[config.mk]
export PLATFORM = sky130hd
export DESIGN_NAME = uart_tx_framer
export DESIGN_NICKNAME = d
export VERILOG_FILES = /design/src/rtl/uart_tx_pkg.sv /design/src/rtl/uart_tx_hold.sv /design/src/rtl/uart_tx_parity.sv /design/src/rtl/uart_tx_seq.sv /design/src/rtl/uart_tx_framer.sv
export SDC_FILE = /design/constraint.sdc
export NUM_CORES = 1
export LEC_CHECK = 0
export BUFFER_PORTS_ARGS = -buffer_cell sky130_fd_sc_hd__buf_2
export CAP_MARGIN = 20
export CORE_ASPECT_RATIO = 0.6
export CORE_UTILIZATION = 49
export CTS_CLUSTER_DIAMETER = 60
export DETAILED_ROUTE_END_ITERATION = 10
export PLACE_DENSITY = 0.66
export RECOVER_POWER = 25
export SLEW_MARGIN = 20
export SYNTH_ARGS = -nofsm -noshare
export SYNTH_HDL_FRONTEND = slang
export SYNTH_SLANG_ARGS = --single-unit
[constraint.sdc]
create_clock -name clk -period 7.67 [get_ports clk]
set_input_delay 0.3835 -clock clk [delete_from_list [all_inputs] [get_ports clk]]
set_output_delay 0.3835 -clock clk [all_outputs]
set_load 0.1 [all_outputs]
[src/rtl/uart_tx_pkg.sv]
package uart_tx_pkg;

    localparam int unsigned MAX_BITS = 8;

    typedef enum logic [2:0] {
        S_IDLE    = 3'd0,
        S_START   = 3'd1,
        S_DATA    = 3'd2,
        S_PARITY  = 3'd3,
        S_STOP    = 3'd4,
        S_BREAK   = 3'd5,
        S_RECOVER = 3'd6
    } tx_state_e;

endpackage

[src/rtl/uart_tx_hold.sv]
module uart_tx_hold #(
    parameter int unsigned DEPTH = 4,
    parameter int unsigned W     = 8,
    localparam int unsigned PTR_W = (DEPTH > 1) ? $clog2(DEPTH) : 1,
    localparam int unsigned CNT_W = $clog2(DEPTH + 1)
) (
    input  logic             clk,
    input  logic             rst_n,
    input  logic             fifo_en,
    input  logic             in_valid,
    input  logic [W-1:0]     in_data,
    output logic             in_ready,
    input  logic             pop,
    output logic             have_char,
    output logic [W-1:0]     out_data,
    output logic [CNT_W-1:0] fill
);

    logic [W-1:0]     mem [DEPTH];
    logic [PTR_W-1:0] wr_ptr;
    logic [PTR_W-1:0] rd_ptr;
    logic [CNT_W-1:0] count;
    logic             push;

    function automatic logic [PTR_W-1:0] ptr_next(input logic [PTR_W-1:0] p);
        if (p == PTR_W'(DEPTH - 1)) begin
            return '0;
        end
        return p + 1'b1;
    endfunction

    // With queue mode off, only one character may be held at a time.
    always_comb begin
        if (fifo_en) begin
            in_ready = (count < CNT_W'(DEPTH));
        end else begin
            in_ready = (count == '0);
        end
    end

    assign push      = in_valid && in_ready;
    assign have_char = (count != '0);
    assign out_data  = mem[rd_ptr];
    assign fill      = count;

    always_ff @(posedge clk or negedge rst_n) begin
        if (!rst_n) begin
            wr_ptr <= '0;
            rd_ptr <= '0;
            count  <= '0;
        end else begin
            if (push) begin
                wr_ptr <= ptr_next(wr_ptr);
            end
            if (pop) begin
                rd_ptr <= ptr_next(rd_ptr);
            end
            unique case ({push, pop})
                2'b10:   count <= count + 1'b1;
                2'b01:   count <= count - 1'b1;
                default: count <= count;
            endcase
        end
    end

    always_ff @(posedge clk) begin
        if (push) begin
            mem[wr_ptr] <= in_data;
        end
    end

endmodule

[src/rtl/uart_tx_parity.sv]
module uart_tx_parity #(
    parameter int unsigned W = 8
) (
    input  logic [W-1:0] data,
    input  logic [1:0]   wlen,
    input  logic         even_sel,
    input  logic         stick,
    output logic         par_bit
);

    logic [W-1:0] masked;
    logic         ones_odd;

    // Keep only the bits the current length will send.
    for (genvar i = 0; i < W; i++) begin : g_mask
        assign masked[i] = data[i] && (i < (5 + int'(wlen)));
    end

    assign ones_odd = ^masked;

    always_comb begin
        if (stick) begin
            par_bit = !even_sel;
        end else if (even_sel) begin
            par_bit = ones_odd;
        end else begin
            par_bit = !ones_odd;
        end
    end

endmodule

[src/rtl/uart_tx_seq.sv]
module uart_tx_seq
    import uart_tx_pkg::*;
#(
    parameter int unsigned OVS = 16,
    localparam int unsigned TICK_W = $clog2(OVS)
) (
    input  logic                clk,
    input  logic                rst_n,
    input  logic                tick,
    input  logic [1:0]          wlen,
    input  logic                par_en,
    input  logic                stop2,
    input  logic                par_in,
    input  logic                brk,
    input  logic                have_char,
    input  logic [MAX_BITS-1:0] char_data,
    output logic                pop,
    output logic                txd,
    output logic                busy
);

    tx_state_e           state, state_d;
    logic [TICK_W-1:0]   tcnt, tcnt_d;
    logic [2:0]          bit_idx, bit_idx_d;
    logic [2:0]          last_idx, last_idx_d;
    logic [MAX_BITS-1:0] shreg, shreg_d;
    logic                par_bit_q, par_bit_d;
    logic                par_en_q, par_en_d;
    logic                stop2_q, stop2_d;
    logic                stop_idx, stop_idx_d;
    logic                bit_end;

    assign bit_end = tick && (tcnt == TICK_W'(OVS - 1));

    // Next-state logic
    always_comb begin
        state_d    = state;
        tcnt_d     = tcnt;
        bit_idx_d  = bit_idx;
        last_idx_d = last_idx;
        shreg_d    = shreg;
        par_bit_d  = par_bit_q;
        par_en_d   = par_en_q;
        stop2_d    = stop2_q;
        stop_idx_d = stop_idx;
        pop        = 1'b0;

        if (tick && state != S_IDLE && state != S_BREAK) begin
            tcnt_d = bit_end ? '0 : tcnt + 1'b1;
        end

        unique case (state)
            S_IDLE: begin
                if (tick) begin
                    if (brk) begin
                        state_d = S_BREAK;
                    end else if (have_char) begin
                        state_d = S_START;
                        pop     = 1'b1;
                    end
                end
            end
            S_START: begin
                if (bit_end) begin
                    state_d   = S_DATA;
                    bit_idx_d = '0;
                end
            end
            S_DATA: begin
                if (bit_end) begin
                    shreg_d = shreg >> 1;
                    if (bit_idx == last_idx) begin
                        stop_idx_d = 1'b0;
                        state_d    = par_en_q ? S_PARITY : S_STOP;
                    end else begin
                        bit_idx_d = bit_idx + 1'b1;
                    end
                end
            end
            S_PARITY: begin
                if (bit_end) begin
                    state_d    = S_STOP;
                    stop_idx_d = 1'b0;
                end
            end
            S_STOP: begin
                if (bit_end) begin
                    if (stop2_q && !stop_idx) begin
                        stop_idx_d = 1'b1;
                    end else if (brk) begin
                        state_d = S_BREAK;
                    end else if (have_char) begin
                        state_d = S_START;
                        pop     = 1'b1;
                    end else begin
                        state_d = S_IDLE;
                    end
                end
            end
            S_BREAK: begin
                if (tick && !brk) begin
                    state_d = S_RECOVER;
                    tcnt_d  = '0;
                end
            end
            S_RECOVER: begin
                if (bit_end) begin
                    state_d = S_IDLE;
                end
            end
            default: state_d = S_IDLE;
        endcase

        // Frame launch: capture the character and line settings.
        if (pop) begin
            tcnt_d     = '0;
            shreg_d    = char_data;
            last_idx_d = 3'd4 + {1'b0, wlen};
            par_bit_d  = par_in;
            par_en_d   = par_en;
            stop2_d    = stop2;
            bit_idx_d  = '0;
            stop_idx_d = 1'b0;
        end
    end

    // State register
    always_ff @(posedge clk or negedge rst_n) begin
        if (!rst_n) begin
            state     <= S_IDLE;
            tcnt      <= '0;
            bit_idx   <= '0;
            last_idx  <= '0;
            shreg     <= '0;
            par_bit_q <= 1'b0;
            par_en_q  <= 1'b0;
            stop2_q   <= 1'b0;
            stop_idx  <= 1'b0;
        end else begin
            state     <= state_d;
            tcnt      <= tcnt_d;
            bit_idx   <= bit_idx_d;
            last_idx  <= last_idx_d;
            shreg     <= shreg_d;
            par_bit_q <= par_bit_d;
            par_en_q  <= par_en_d;
            stop2_q   <= stop2_d;
            stop_idx  <= stop_idx_d;
        end
    end

    // Outputs
    always_comb begin
        txd  = 1'b1;
        busy = 1'b1;
        unique case (state)
            S_IDLE:    busy = 1'b0;
            S_START:   txd  = 1'b0;
            S_DATA:    txd  = shreg[0];
            S_PARITY:  txd  = par_bit_q;
            S_STOP:    txd  = 1'b1;
            S_BREAK:   txd  = 1'b0;
            S_RECOVER: txd  = 1'b1;
            default:   busy = 1'b0;
        endcase
    end

endmodule

[src/rtl/uart_tx_framer.sv]
module uart_tx_framer
    import uart_tx_pkg::*;
#(
    parameter int unsigned FIFO_DEPTH = 4,
    parameter int unsigned OVS        = 16,
    localparam int unsigned CNT_W     = $clog2(FIFO_DEPTH + 1)
) (
    input  logic                clk,
    input  logic                rst_n,
    input  logic                tick16,
    input  logic [1:0]          cfg_wlen,
    input  logic                cfg_par_en,
    input  logic                cfg_even,
    input  logic                cfg_stick,
    input  logic                cfg_stop2,
    input  logic                cfg_break,
    input  logic                cfg_fifo_en,
    input  logic                in_valid,
    input  logic [MAX_BITS-1:0] in_data,
    output logic                in_ready,
    output logic                txd,
    output logic                busy
);

    logic                pop;
    logic                have_char;
    logic [MAX_BITS-1:0] head_data;
    logic                par_calc;
    logic [CNT_W-1:0]    hold_fill;

    uart_tx_hold #(
        .DEPTH (FIFO_DEPTH),
        .W     (MAX_BITS)
    ) u_hold (
        .clk       (clk),
        .rst_n     (rst_n),
        .fifo_en   (cfg_fifo_en),
        .in_valid  (in_valid),
        .in_data   (in_data),
        .in_ready  (in_ready),
        .pop       (pop),
        .have_char (have_char),
        .out_data  (head_data),
        .fill      (hold_fill)
    );

    uart_tx_parity #(
        .W (MAX_BITS)
    ) u_par (
        .data     (head_data),
        .wlen     (cfg_wlen),
        .even_sel (cfg_even),
        .stick    (cfg_stick),
        .par_bit  (par_calc)
    );

    uart_tx_seq #(
        .OVS (OVS)
    ) u_seq (
        .clk       (clk),
        .rst_n     (rst_n),
        .tick      (tick16),
        .wlen      (cfg_wlen),
        .par_en    (cfg_par_en),
        .stop2     (cfg_stop2),
        .par_in    (par_calc),
        .brk       (cfg_break),
        .have_char (have_char),
        .char_data (head_data),
        .pop       (pop),
        .txd       (txd),
        .busy      (busy)
    );

endmodule

# ---- Yosys cells after proc, flatten, opt, wreduce, memory -nomap -nowiden
# Memory sizes are Yosys's and may differ from the RTL's.
# Cells that the tools add are included.
# Widths: inputs -> output; s select.
dict set report word_totals {
  reg_bits 32
  ramBits 32
  output_inout_bits 3
  word_cells 150
  mem_count 1
}
dict set report op_classes {
  addsub 8
  magnitude_cmp 9
  n_eq_ne 30
  muxes 56
  n_reduce_logical 34
}
# name depth width read_ports rd_ports_with_merged_regs wr line
set memory_table {}
lappend memory_table {u_hold.mem 4 8 1 0 1 uart_tx_hold.sv:19} ;# logic [W-1:0] mem [DEPTH];
# cell n
set ops {}
lappend ops {{$lt 4x32->1 const A} 4}
lappend ops {{$lt 3x32->1 const A} 2}
lappend ops {{$mux 3} 16}
lappend ops {{$lt 2x32->1 const A} 1}
lappend ops {{$mux 8} 3}
lappend ops {{$mux 1} 22}
lappend ops {{$pmux 3 s7} 1}
lappend ops {{$mux 4} 5}
lappend ops {{$ne 3x2->1 const B} 6}
lappend ops {{$logic_and 1x1->1} 14}
lappend ops {{$ne 2x1->1 const B} 7}
lappend ops {{$pmux 3 s2} 2}
lappend ops {{$reduce_and 10->1} 1}
lappend ops {{$eq 3x3->1 const B} 3}
lappend ops {{$ne 3x3->1 const B} 3}
lappend ops {{$reduce_bool 3->1} 3}
lappend ops {{$mux 2} 4}
lappend ops {{$reduce_xor 8->1} 1}
lappend ops {{$add 3x1->3 const B} 2}
lappend ops {{$eq 2x2->1 const B} 3}
lappend ops {{$eq 3x2->1 const B} 2}
lappend ops {{$logic_not 3->1} 2}
lappend ops {{$pmux 1 s3} 2}
lappend ops {{$reduce_and 6->1} 1}
lappend ops {{20 further kinds} 27}

# ---- Longest topological paths before layout
# Gate-level depths: netlist of run 1.
dict set report logic_depth {
  ltp_word 8
  ltp_mapped 11
  mapped_depth_nobuf 10
}

# ---- Cells and area by module
# From an unflattened synthesis of run 1, not the netlist that was laid out.
dict set report hier_totals {
  hier_cells 239
  hier_area_um2 3226.8
}
# mod n_inst cells_each area_per_inst_um2 seq_area_each_um2
set by_module_without_submodules {}
lappend by_module_without_submodules {uart_tx_hold 1 80 1609.0 1136.1}
lappend by_module_without_submodules {uart_tx_seq 1 146 1483.9 625.6}
lappend by_module_without_submodules {uart_tx_parity 1 13 133.9 0.0}

# ---- Least setup slack after synthesis of run 1
# Ideal clock, no wire load.
dict set report synth_timing {
  path_type {flip-flop to flip-flop}
  from {reg u_hold.count[0], in the netlist u_hold.fill[0]}
  to {reg u_hold.count[1], in the netlist u_hold.fill[1]}
  arrival_time_ns 3.119
  required_time_ns 7.587
  slack_ns 4.469
  stages_incl_launch_ff 9
  n_path_buf 0
  period_less_slack_ns 3.201
  path_cell_list {dfrtp_1 inv_1 a21oi_1 nor2_1 nand2_1 ha_1 inv_1 fa_1 o21ai_0}
}
dict set report synth_between {
  word_cells_on_any_way 17
  cone_classes {add/sub: 2; order compare: 1; eq/ne: 2; mux: 8; reduce/logical: 4}
}
# item line
set synth_rtl {}
lappend synth_rtl {{from (decl)} uart_tx_hold.sv:22} ;# logic [CNT_W-1:0] count;
lappend synth_rtl {{from (signal assigned)} uart_tx_hold.sv:59} ;# 2'b10: count <= count + 1'b1;
lappend synth_rtl {{from (signal assigned)} uart_tx_hold.sv:60} ;# 2'b01: count <= count - 1'b1;
lappend synth_rtl {{from (signal assigned)} uart_tx_hold.sv:61} ;# default: count <= count;
lappend synth_rtl {{$lt 3x3->1 / $logic_not 3->1 (equally long branches)} {uart_tx_hold.sv:35, uart_tx_hold.sv:37}}
lappend synth_rtl {{$mux 1 *} uart_tx_hold.sv:34} ;# if (fifo_en) begin
lappend synth_rtl {{via in_ready} uart_tx_framer.sv:20} ;# output logic in_ready,
lappend synth_rtl {{$logic_and 1x1->1 *} uart_tx_hold.sv:41} ;# assign push = in_valid && in_ready;
lappend synth_rtl {{$eq 2x1->1 / $eq 2x2->1 (equally long branches)} uart_tx_hold.sv:58} ;# unique case ({push, pop})
lappend synth_rtl {{$pmux 3 s2 / $reduce_bool 2->1 (equally long branches)} n/a}
# The timed path passes the listed nets; every way through them passes the cells marked *.
# A chain may end at the register's enable or synchronous reset.

# ---- Worst setup path in the final report of run 1
dict set report layout_timing {
  from {reg u_seq.tcnt[0]}
  to {reg u_hold.count[2], in the netlist u_hold.fill[2]}
}
dict set report layout_between {
  elab_chain_cells 6
  word_cells_on_any_way 8
  cone_classes {eq/ne: 3; mux: 3; reduce/logical: 2}
}
# item line
set layout_lines {}
lappend layout_lines {{from (decl)} uart_tx_seq.sv:23} ;# logic [TICK_W-1:0] tcnt, tcnt_d;
lappend layout_lines {{from (signal assigned)} uart_tx_seq.sv:141} ;# tcnt <= tcnt_d;
lappend layout_lines {{$eq 4x4->1 *} uart_tx_seq.sv:33} ;# assign bit_end = tick && (tcnt == TICK_W'(OVS - 1));
lappend layout_lines {{$logic_and 1x1->1 *} uart_tx_seq.sv:33}
lappend layout_lines {{$mux 1 *} uart_tx_seq.sv:87} ;# if (bit_end) begin
lappend layout_lines {{$pmux 1 s2 *} uart_tx_seq.sv:52} ;# unique case (state)
lappend layout_lines {{$eq 2x1->1 / $eq 2x2->1 (equally long branches)} uart_tx_hold.sv:58}
lappend layout_lines {{$pmux 3 s2 / $reduce_bool 2->1 (equally long branches)} n/a}
# Every way passes the cells marked *; elsewhere a longest branch is shown, timed or not.

==> results of run 1 <==
-- layer usage --
metal	track usage (%)	share of wire (%)
met5	0	0
met4	5.99	1.1
met3	6.94	6.7
met2	24.8	38
met1	31.5	55
-- area by class of cell --
class	instances	share of cell area, %
clock buffers	9	3.58
multi-input cells	167	36.1
inverters	11	1.19
well taps	80	2.90
repair buffers	23	3.11
flip-flops and latches	64	51.0
clock inverters	7	2.10
-- critical path, delay by kind of cell, from the launching register on --
| kind | cells | cell delay, ns |
|---|---|---|
| AOI/OAI and AO/OA | 1 | 0.16 |
| xor gates and xnor gates | 2 | 0.31 |
| adders and majority gates | 3 | 0.82 |
| buffers and inverters | 2 | 0.34 |
| DFF | 1 | 0.39 |
| and+or+nand+nor | 3 | 0.74 |
-- state kept, by name (all words and copies together) (netlist names) --
name and cells:
u_hold.mem 32, u_seq.shreg 8, u_seq.tcnt 4, u_hold.fill 3, u_seq.bit_idx 3, u_seq.last_idx 3
u_seq.state 3, u_hold.rd_ptr 2, u_hold.wr_ptr 2, u_seq.par_bit_q 1, u_seq.par_en_q 1, u_seq.stop2_q 1
u_seq.stop_idx 1
-- cells in the final DEF (no fill, tap or decap), types with 5 or more instances in the layout --
master,Yosys,final
a21oi_1,17,16
buf_2,1,14
clkbuf_1,8,8
clkbuf_8,0,9
dfrtp_1,32,32
edfxtp_1,32,32
ha_1,8,8
inv_1,10,10
mux2_2,6,6
mux2i_1,8,8
mux4_1,5,5
nand2_1,24,24
nand3_1,9,9
nor2_1,12,12
nor3_1,5,5
o21ai_0,18,18
xor2_1,7,7
-- cell families after synthesis --
| kind of cell | after synthesis |
|---|---|
| AOI/OAI and AO/OA | 54 |
| xor gates and xnor gates | 11 |
| muxes | 22 |
| DFF | 64 |
| buffers and inverters | 21 |
| and+or+nand+nor | 71 |
| adders and majority gates | 9 |
-- stage by stage --
stage | total power [mW] | setup WS [ns]
6_report | 1.29 | 4.83
5_1_grt | 1.38 | 4.58
4_1_cts | 1.29 | 4.86
3_5_place_dp | 1.01 | 4.89
3_3_place_gp | 1.00 | 5.02
2_1_floorplan | 0.909 | 4.47
-- Yosys cell counts (all sizes together) (3+ instances only) --
master / n / area share, %
o21ai: 18 / 2.9
or2: 3 / 0.61
nor3: 5 / 0.81
and3: 5 / 1.2
nand3: 9 / 1.5
edfxtp: 32 / 31
inv: 10 / 1.2
dfrtp: 32 / 26
xor2: 7 / 2.0
nand2: 24 / 2.9
ha: 8 / 3.2
nand2b: 4 / 0.81
xnor2: 3 / 0.85
mux2i: 8 / 2.6
a21oi: 17 / 2.7
clkbuf: 8 / 0.97
nor2: 12 / 1.5
mux2: 6 / 2.2
a31oi: 3 / 0.61
mux4: 8 / 6.4
-- worst max path at each step --
| stage | to | startpoint | slack [ns] | depth (start not counted) |
|---|---|---|---|---|
| floorplan | u_hold.fill[1]$_DFFE_PN0P_ | u_hold.fill[0]$_DFFE_PN0P_ | 4.47 | 8 |
| global placement | u_hold.fill[2]$_DFFE_PN0P_ | u_seq.tcnt[0]$_DFF_PN0_ | 5.02 | 11 |
| detailed placement | u_hold.fill[2]$_DFFE_PN0P_ | u_seq.tcnt[0]$_DFF_PN0_ | 4.89 | 11 |
| CTS | u_hold.fill[2]$_DFFE_PN0P_ | u_seq.tcnt[0]$_DFF_PN0_ | 4.86 | 11 |
| global route | u_hold.fill[2]$_DFFE_PN0P_ | u_seq.tcnt[0]$_DFF_PN0_ | 4.58 | 11 |
| finish | u_hold.fill[2]$_DFFE_PN0P_ | u_seq.tcnt[0]$_DFF_PN0_ | 4.83 | 11 |
-- power groups by stage --
stage	registers, mW	logic, mW	clock network, mW
floorplan	0.490	0.418	0
global placement	0.536	0.468	0
detailed placement	0.536	0.473	0
CTS	0.530	0.475	0.289
global route	0.542	0.530	0.306
finish	0.531	0.476	0.284
==> results.cfg, run 1 <==
[status]
status = finished, final reports clean

[power_and_ir_drop]
power_leakage_nw = 1.42
peakVddDrop_mv = 0.166
power_density_nw_per_um2 = 373
p_sw_share_pct = 38.5
p_int_mw = 0.794
pwr-share-seq_pct = 41.1
switchingPower_mw = 0.497
clock_power_share_pct = 22.0
p_comb_share_pct = 36.9

[logic_synthesis]
synth-simple-area-share_pct = 11.1
synth-edff-count = 32
yosysSeqAreaShare_pct = 56.9
synth_top_family_by_area = multiplexers
yosysWarnings = 0
synth_nets = 281
synth_xor_area_share_pct = 3.56
synth_seq_cells = 64
synth_area_um2 = 3090
synth-compound-area-share_pct = 10.5
synth_cells = 252
synthAdderAreaFrac_pct = 3.88
async_flop_share_pct = 50.0
synth_ff_type = edfxtp_1
synth_cell_types = 45
synth.mux.area_fraction_pct = 11.2
avgSynthCellArea_um2 = 12.3

[layout]
multi_input_area_um2 = 1250
nNetsFinal = 305
area_delta_synth_final_pct = 11.7
antenna_cells = 0
fillCellCount = 500
drive_above_1_share_pct = 15.3
post-route-util_pct = 59.2
fin_cells = 361
post-route-cell-area_um2 = 3460
ff_latch_area_um2 = 1760

[global_route]
grt_usage_pct = 19.9
grt_max_degree = 33
antenna_found_initial = 0
grt_pass1_wl_mm = 9.82
grt_overflow = 0
grt_pass1_vias = 1908

[worst_setup_path]
critPathLaunchType = flop
crit_arrival_ns = 3.10
path_max_fanout = 27
cp-end-kind = flop
r2r_start = u_seq.tcnt[0]$_DFF_PN0_
slowest_delay_ns = 0.46
r2r-end = u_hold.fill[2]$_DFFE_PN0P_
critical_path_class = flop to flop
path_cells = ha_1 > and4_1 > nand3_1 > a21oi_2 > buf_4 > ha_1 > inv_1 > fa_1 > xor2_1 > nor2_1 > xor2_1
ff2ff_setup_slack_ns = 4.83
crit_slowest_cell = and4_1
reg2reg_depth = 11
worstPathRequired_ns = 7.93

[sta]
setup_tns_ns = 0
rsz0062_at_grt = false
fin_crit_ns = 2.84
whs_ns = 0.0946
finalHoldViolations = 0
clock.fmax_ghz = 0.352
setup_violations = 0
finalCritPeriodShare_pct = 37.0
clock-skew-final_ns = 0.0102
tightest_slew_ns = 0.730
final-max-slew-violation-count = 0
max-slew-margin-rel_pct = 51.3

[clock_network]
path_clk_slew_ns = 0.07
clockRootBuffer = clkbuf_8
cts_tree = built
clock_tree.buffer_depth = 2
cts_resized = 0
cts-htree-levels = 3
cts_sinks = 64
clk_latency_ns = 0.34
holdBufCountCts = 0
cts_setup_buffers = 0
cts_made_buffers = 9

[floorplan]
core_um2 = 5830
rows = 21
fp.dieArea_um2 = 6650
start_util_pct = 53.0
dieHeight_um = 63.6
ios = 23
die_w_um = 105

[placed_design]
hpwl_mm = 4.22
dp_cells = 345
gp_congestion = 0.907
io_buffers = 22
placed_cell_area_um2 = 3270

[job]
max_cap_viol_count = 0

[routing]
first_pass_iters = 4
wire_per_inst_um = 16.2
ant_nets = 0
drt_iter0_markers = 179
viasPerCell = 5.72
drcViolationCount = 0
vias = 2065
wirelength_mm = 5.83

[hold_path]
hold_path.class = input pin to asynchronous set/reset pin
Power figures use the tool's default switching activity.
==> inputs of run 2 (changes only) <==
Settings changed: ABC_AREA from default to 1, PLACE_DENSITY 0.66 to 0.68.
Clock period 7.67 ns to 2.4 ns, I/O delays scaled along.
==> results.cfg, run 2 <==
[power_and_ir_drop]
clock_power_share_pct = 25.4
pwr-share-seq_pct = 31.9
power_density_nw_per_um2 = 1310
p_int_mw = 3.12
peakVddDrop_mv = 0.624
p_comb_share_pct = 42.7
switchingPower_mw = 2.17
p_sw_share_pct = 41.0
power_leakage_nw = 1.88

[routing]
routed-wl-met2_mm = 2.80
viasPerCell = 4.97
vias = 2559
first_pass_iters = 4
wirelength_mm = 6.75
routed.top_layer = met4
wire_per_inst_um = 13.1
ant_nets = 0
wl_met3_um = 497
drcViolationCount = 0
drt_iter0_markers = 135
wl_met1_mm = 3.39

[sta]
final-max-slew-violation-count = 0
tightest_slew_ns = 0.708
max-slew-margin-rel_pct = 52.8
setup_violations = 0
finalHoldViolations = 0
fin_crit_ns = 2.20
rsz0062_at_grt = false
finalCritPeriodShare_pct = 91.7
setup_tns_ns = 0
clock-skew-final_ns = 0.00565
whs_ns = 0.0829
clock.fmax_ghz = 0.454

[layout]
largest_reg_flops = 32
top_regs = u_hold.mem (32), u_seq.shreg (8), u_seq.tcnt (4)
post-route-cell-area_um2 = 4030
antenna_cells = 0
post-route-util_pct = 60.4
regMostFlops = u_hold.mem
final_cell_mix = 124 x nand2_1, 40 x inv_1, 33 x nand3_1, 32 x dfrtp_1, 32 x edfxtp_1
area_delta_synth_final_pct = 19.0
ff_latch_area_um2 = 1760
final_common_cell = nand2_1
nNetsFinal = 452
multi_input_area_um2 = 1380
drive_above_1_share_pct = 15.9
fillCellCount = 559

[floorplan]
dieHeight_um = 66.4
die_w_um = 109
core_um2 = 6680
fp.dieArea_um2 = 7260
start_util_pct = 50.7
ios = 23
rows = 23

[global_route]
antenna_found_initial = 0
grt_pass1_wl_mm = 11.1
grt_pass1_vias = 2318
grt_max_degree = 33
grt_usage_pct = 21.2
grt_overflow = 0

[clock_network]
clk_latency_ns = 0.33
cts_made_buffers = 9
path_clk_slew_ns = 0.05
cts_setup_buffers = 0
clock_tree.buffer_depth = 2
cts-htree-levels = 3
clockRootBuffer = clkbuf_16
cts_sinks = 64
cts_tree = built

[worst_setup_path]
r2r-end = u_hold.fill[2]$_DFFE_PN0P_
crit_arrival_ns = 2.41
slowest_delay_ns = 0.40
crit_start = u_seq.state[1]$_DFFE_PN0P_
critical_path_class = flop to flop
ff2ff_setup_slack_ns = 0.20
cp-end-kind = flop
path_max_fanout = 4
worstPathRequired_ns = 2.61
critPathMostFrequentCell = inv_2
setup.worst_path.end = u_hold.fill[2]$_DFFE_PN0P_
critPathLaunchType = flop
reg2reg_depth = 13
crit_slowest_cell = dfrtp_1
r2r_start = u_seq.state[1]$_DFFE_PN0P_
path_cells = nor2_4 > inv_4 > nor2_8 > inv_2 > o22ai_4 > nand2_4 > inv_2 > ha_1 > inv_1 > fa_1 > a21oi_1 > o21ai_0 > xnor2_1

[logic_synthesis]
async_flop_share_pct = 50.0
synth_ff_type = edfxtp_1
yosysWarnings = 0
synthTopCellsByCount = 124 x nand2_1, 40 x inv_1, 33 x nand3_1
yosys-top-cells-area = edfxtp_1 28%, dfrtp_1 24%, nand2_1 14%
synth_seq_cells = 64
avgSynthCellArea_um2 = 9.01
synth_nets = 405
synth_area_um2 = 3390
yosysSeqAreaShare_pct = 52.0
synth_largest_area_cell = edfxtp_1
synth_top_area_share_pct = 28.4
synth_cells = 376
yosysMostFrequentCell = nand2_1
synth-edff-count = 32
synth_cell_types = 43

[placed_design]
gp_congestion = 0.911
placed_cell_area_um2 = 3640
hpwl_mm = 4.75
io_buffers = 22

[job]
max_cap_viol_count = 0

[hold_path]
hold_path.class = input pin to flop
holdPathStages = 1

[status]
status = finished, final reports clean
-- run 2: power by group through the flow --
stage          registers (mW)  clock network (mW)  logic [mW]
2_1_floorplan            1.65                   0        1.82
3_3_place_gp             1.70                   0        2.17
3_5_place_dp             1.70                   0        2.24
4_1_cts                  1.68                1.37        2.26
5_1_grt                  1.72                1.42        2.55
6_report                 1.68                1.34        2.26
-- run 2: how the worst min path moves through the flow --
stage | endpoint | slack, ns | from
6_report | u_hold.mem[1][6]$_DFFE_PP_ | 0.08 | in_data[6]
5_1_grt | u_hold.mem[0][0]$_DFFE_PP_ | 0.08 | in_data[0]
4_1_cts | u_hold.mem[0][0]$_DFFE_PP_ | 0.008 | in_data[0]
3_5_place_dp | u_hold.rd_ptr[0]$_DFFE_PN0P_ | 0.21 | rst_n
3_3_place_gp | u_hold.rd_ptr[0]$_DFFE_PN0P_ | 0.22 | rst_n
2_1_floorplan | u_hold.fill[0]$_DFFE_PN0P_ | -0.18 | rst_n
-- run 2: timing repair --
action	in CTS	in global routing
hold buffers	9	0
endpoints found under the hold margin	58	0
gates resized for setup	0	1
endpoints found under the setup margin	0	1
-- run 2: cell families after synthesis --
kind of cell             count (synthesis)  synth area share (%)
adder cells (fa/ha/maj)                  9                  3.55
buffers and inverters                   56                  7.79
multiplexers                             2                 0.739
XOR/XNOR                                 8                  2.07
flip-flops                              64                  52.0
AND/OR/NAND/NOR                        195                  26.5
AO/OA/AOI/OAI                           42                  7.39
-- run 2: layout make-up --
class	count	share of cell area [%]
flip-flops and latches	64	43.7
multi-input cells	256	34.1
repair buffers	44	7.14
clock buffers	12	5.87
inverters	48	4.72
well taps	87	2.70
clock inverters	4	1.74
-- run 2: per-stage QoR --
stage               instances  setup slack (ns)  total power [mW]
floorplan                 376           -0.0367              3.48
global placement          490             0.242              3.87
detailed placement        490             0.202              3.94
CTS                       515             0.177              5.32
global route              515           0.00352              5.69
finish                    515             0.200              5.28
-- run 2: critical path, delay by kind of cell (launching register included) --
family	cells	cell delay, ns
adders and majority gates	2	0.50
AOI/OAI and AO/OA	3	0.43
DFF	1	0.40
and+or+nand+nor	3	0.35
buffers and inverters	4	0.26
xor gates and xnor gates	1	0.14
-- run 2: routing by layer --
layer / global-route usage, % / up-vias
li1: - / 1323
met1: 30.0 / 1160
met2: 29.0 / 66
met3: 9.26 / 10
met4: 6.33 / 0
met5: 0 / -
